**src/rtl/gpio_irq_port.sv**
```systemverilog
module gpio_irq_port #(
  parameter int PINS = 32,
  parameter int AW   = 5
) (
  input  logic            clk,
  input  logic            rst_n,
  input  logic            wr_en,
  input  logic [AW-1:0]   addr,
  input  logic [PINS-1:0] wdata,
  output logic [PINS-1:0] rdata,
  input  logic [PINS-1:0] pad_in,
  output logic [PINS-1:0] pad_out,
  output logic [PINS-1:0] pad_oe,
  output logic            irq
);
  localparam int HALF = PINS / 2;
  localparam int WW   = AW - 2;
  localparam logic [WW-1:0] W_DATA = WW'(0);
  localparam logic [WW-1:0] W_DIR  = WW'(1);
  localparam logic [WW-1:0] W_PAD  = WW'(2);
  localparam logic [WW-1:0] W_CFGL = WW'(3);
  localparam logic [WW-1:0] W_CFGH = WW'(4);
  localparam logic [WW-1:0] W_EN   = WW'(5);
  localparam logic [WW-1:0] W_STAT = WW'(6);

  logic [PINS-1:0] out_q, dir_q, en_q, flag_q;
  logic [2*HALF-1:0] trig_lo_q, trig_hi_q;
  logic [PINS-1:0] s1, s2, s3, hit, clr;
  logic [WW-1:0] widx;
  logic [1:0] unused_lsb;

  assign widx       = addr[AW-1:2];
  assign unused_lsb = addr[1:0];
  assign clr        = (wr_en && widx == W_STAT) ? wdata : '0;

  always_ff @(posedge clk or negedge rst_n) begin
    if (!rst_n) begin
      s1 <= '0;
      s2 <= '0;
      s3 <= '0;
    end else begin
      s1 <= pad_in;
      s2 <= s1;
      s3 <= s2;
    end
  end

  for (genvar p = 0; p < PINS; p++) begin : g_pin
    logic [1:0] mode;
    if (p < HALF) begin : g_lo
      assign mode = trig_lo_q[2*p +: 2];
    end else begin : g_hi
      assign mode = trig_hi_q[2*(p-HALF) +: 2];
    end
    assign hit[p] = (mode == 2'd0) ? ~s2[p] :
                    (mode == 2'd1) ?  s2[p] :
                    (mode == 2'd2) ? (s2[p] & ~s3[p]) :
                                     (~s2[p] & s3[p]);
  end

  always_ff @(posedge clk or negedge rst_n) begin
    if (!rst_n) begin
      out_q     <= '0;
      dir_q     <= '0;
      en_q      <= '0;
      trig_lo_q <= '0;
      trig_hi_q <= '0;
      flag_q    <= '0;
    end else begin
      if (wr_en) begin
        case (widx)
          W_DATA:  out_q     <= wdata;
          W_DIR:   dir_q     <= wdata;
          W_CFGL:  trig_lo_q <= wdata[2*HALF-1:0];
          W_CFGH:  trig_hi_q <= wdata[2*HALF-1:0];
          W_EN:    en_q      <= wdata;
          default: ;
        endcase
      end
      flag_q <= (flag_q & ~clr) | hit;
    end
  end

  always_comb begin
    case (widx)
      W_DATA:  rdata = out_q;
      W_DIR:   rdata = dir_q;
      W_PAD:   rdata = s2;
      W_CFGL:  rdata = PINS'(trig_lo_q);
      W_CFGH:  rdata = PINS'(trig_hi_q);
      W_EN:    rdata = en_q;
      W_STAT:  rdata = flag_q;
      default: rdata = '0;
    endcase
  end

  assign pad_out = out_q;
  assign pad_oe  = dir_q;
  assign irq     = |(flag_q & en_q);
endmodule

```
**config.mk**
```make
export PLATFORM = sky130hd
export DESIGN_NAME = gpio_irq_port
export DESIGN_NICKNAME = d
export VERILOG_FILES = /design/src/rtl/gpio_irq_port.sv
export SDC_FILE = /design/constraint.sdc
export NUM_CORES = 1
export LEC_CHECK = 0
export ABC_AREA = 1
export BUFFER_PORTS_ARGS = -buffer_cell sky130_fd_sc_hd__buf_2
export CORE_ASPECT_RATIO = 0.75
export CORE_MARGIN = 1.5
export CORE_UTILIZATION = 40
export DETAILED_ROUTE_END_ITERATION = 12
export GPL_TIMING_DRIVEN = 0
export HOLD_SLACK_MARGIN = 0.12
export PLACE_DENSITY_LB_ADDON = 0.25
export SKIP_CTS_REPAIR_TIMING = 1
export SLEW_MARGIN = 0
export SYNTH_ARGS = -nofsm -noshare
export SYNTH_HDL_FRONTEND = slang
export SYNTH_SLANG_ARGS = --single-unit
```
**constraint.sdc**
```tcl
create_clock -name clk -period 2.2 [get_ports clk]
set_input_delay 0.55 -clock clk [delete_from_list [all_inputs] [get_ports clk]]
set_output_delay 0.55 -clock clk [all_outputs]
set_load 0.1 [all_outputs]
```
==> results.yml <==
critical_path:
  r2r.worst_path.cells: 3
  critical_path_peak_fanout: 3
  worstPathCellList: "nand2_1 -> nand2_1 -> nor2_2 -> nand2_2 -> nor2_2 -> nand2_2 -> buf_12"
  cp_slowest_cell: "dfrtp_1"
  criticalPathCategory: "reg -> out"
  crit_family: "simple AND/OR/NAND/NOR gates"
  cp.depth: 7
  slowest_delay_ns: 0.41
  cp.required_ns: 1.65
  path_buf_inv: 1
  cp-start-kind: "flip-flop"
  endpoint_kind: "output port"
  cp.arrival_ns: 1.82
layout:
  area_delta_synth_final_pct: 41.2
  nets: 1919
  drive_gt1_share_pct: 28.5
  post-route-util_pct: 57.7
timing:
  fmax_mhz: 422
  fin_crit_sh_pct: 108
  hold_viol: 0
  clock_skew_ns: 0.0131
  fin_hold_ws_ns: 0.218
  relSlewSlack_pct: 40.8
  setup_viol_count_final: 33
  drv_slew: 0
  period_needed_ns: 2.37
  rsz0062_at_grt: "true"
  tightest_slew_ns: 0.887
  setup_ws_ns: -0.172
synth:
  synth_top_family_by_area: "simple AND/OR/NAND/NOR gates"
  synthCells: 1581
  yosysMostFrequentCell: "nand2_1"
  avgSynthCellArea_um2: 8.12
  synth_edf_count: 0
  ys_ff_latch: 288
  synthAdderAreaFrac_pct: 0
  seq_area_frac_synth_pct: 56.1
  muxShareOfSynthArea_pct: 0
  synth_largest_area_cell: "dfrtp_1"
  synth_top_area_share_pct: 56.1
  yosysWarnings: 0
  synthesis.area_um2: 12800
  ys_top_cells_by_area: "dfrtp_1 56%, nand2_1 16%, nand3_1 6.3%"
  synth_xor_area_share_pct: 2.18
  synth_flop_cell: "dfrtp_1"
  ys_async_sr_fraction_pct: 100
  synth-simple-area-share_pct: 25.9
  synth_compound_area_share_pct: 8.69
  syn_nets: 1653
  synth_cell_types: 19
  ys_top_cells_by_count: "537 x nand2_1, 288 x dfrtp_1, 161 x nand3_1"
floorplan:
  fp-row-count: 56
  core_area_um2: 31400
  num_io_pins: 169
  initial_core_util_pct: 40.9
  die_w_um: 210
  die_h_um: 158
  die_area_um2: 33200
global_route:
  grt_usage_pct: 26.1
  grt_first_pass_wirelength_mm: 64.8
  grt_antenna_before_repair: 1
  grt_max_degree: 116
  grt_pass1_vias: 10969
  gr-total-overflow: 0
detailed_routing:
  ant_nets: 0
  vias: 11971
  wl_per_cell_um: 20.2
  drtPass1Iterations: 9
  drc: 0
  drt_iter0_drc: 1263
  via_per_inst: 5.25
  routed_wirelength_mm: 46.0
cts:
  cts_tree: "done"
  cts_inserted_buffers: 30
  clk_latency_ns: 0.59
  clk_pin_slew_ns: 0.06
  h-tree-depth: 1
  cts.path.max_buffers: 3
  clock-sinks: 288
  clockRootBuffer: "clkbuf_16"
outcome:
  status: "finished, violations left"
  violations: "setup timing"
pwr:
  p_leak_nw: 8.88
  ir_drop_mv: 0.719
  total_power_mw: 17.8
  powerDensity_nw_per_um2: 981
min_path:
  hp-class: "in -> reg"
  whs_path_depth: 4
placed_design:
  place.gp.congestion: 0.944
  dpl.hpwl_mm: 31.1
  portBuffers: 163
job:
  maxCapViolations: 0
-- cell families after synthesis --
kind of cell    Yosys count
simple gates            814
flops                   288
compound gates          223
buf+inv                 224
xor+xnor                 32
-- cell usage in the layout, fill, tap and decap left out, types with 2 or more instances in the layout --
master,n
buf_12,51
buf_16,2
dfrtp_2,5
nand3_4,13
nand2_4,35
clkbuf_1,32
nand3_1,103
o21ai_1,74
buf_4,23
nor2_4,9
nor2_2,59
clkbuf_16,45
o21ai_0,132
o21ai_2,17
clkbuf_2,5
inv_1,144
nand3_2,49
buf_2,135
clkinvlp_4,3
dfrtp_1,283
clkinv_2,3
nand2_1,461
buf_6,12
xor2_1,32
buf_8,7
diode_2,3
nor2_1,42
dlygate4sd3_1,33
clkbuf_8,8
nand2_2,40
bufinv_16,4
-- layer usage --
layer  global-route usage, %  wire (µm)
met5                       0         10
met4                    7.16       1360
met3                    5.18       4500
met2                    38.0      19700
met1                    39.4      20400
-- cell type report --
cell class,instances,area (µm²)
clock inverters,11,188
clock buffers,45,887
diodes,3,7.51
plain buffers,76,721
fillers,2741,13300
flip-flops and latches,288,7210
inverters,148,571
repair buffers,233,2280
well taps,406,508
multi-input cells,1070,5760
-- power breakdown --
part | internal, mW | switching, mW | leakage [nW]
Combinational | 1.52 | 4.13 | 4.96
Sequential | 5.97 | 0.645 | 3.41
Clock | 3.26 | 2.26 | 0.516
Total | 10.8 | 7.03 | 8.88
-- path summary, 6_finish.rpt --
check / from / end / slack [ns]
min reg2reg: s1[19]$_DFF_PN0_ / s2[19]$_DFF_PN0_ / 0.34
min: wdata[24] / flag_q[24]$_DFF_PN0_ / 0.22
min in group asynchronous: rst_n / s2[3]$_DFF_PN0_ / 0.64
max: flag_q[22]$_DFF_PN0_ / irq / -0.17
max reg2reg: s2[16]$_DFF_PN0_ / flag_q[16]$_DFF_PN0_ / 0.82
max in group asynchronous: rst_n / s2[22]$_DFF_PN0_ / 0.49
-- per-stage QoR --
stage	worst slack (ns)	std cells	instance area, µm²	TNS, ns
6_report	-0.172	2280	18100	-2.53
4_1_cts	-0.687	2208	15600	-19.54
5_1_grt	-0.206	2277	18100	-3.67
3_5_place_dp	-0.683	2152	14600	-19.03
3_3_place_gp	-4.89	2150	14500	-1415.23
2_1_floorplan	-0.00965	1581	13200	-0.0187
-- state kept, by name, summed over array words and instances, names as in the netlist --
signal,flops
trig_lo_q,32
pad_oe,32
s2,32
flag_q,32
s1,32
pad_out,32
s3,32
en_q,32
trig_hi_q,32
-- worst min-delay path, cell delays in order --
cell and delay, ns:
buf_2 0.09, nand2_1 0.05, nand2_1 0.05, nand2_1 0.04
No activity file was read; power rests on OpenSTA's default activity.
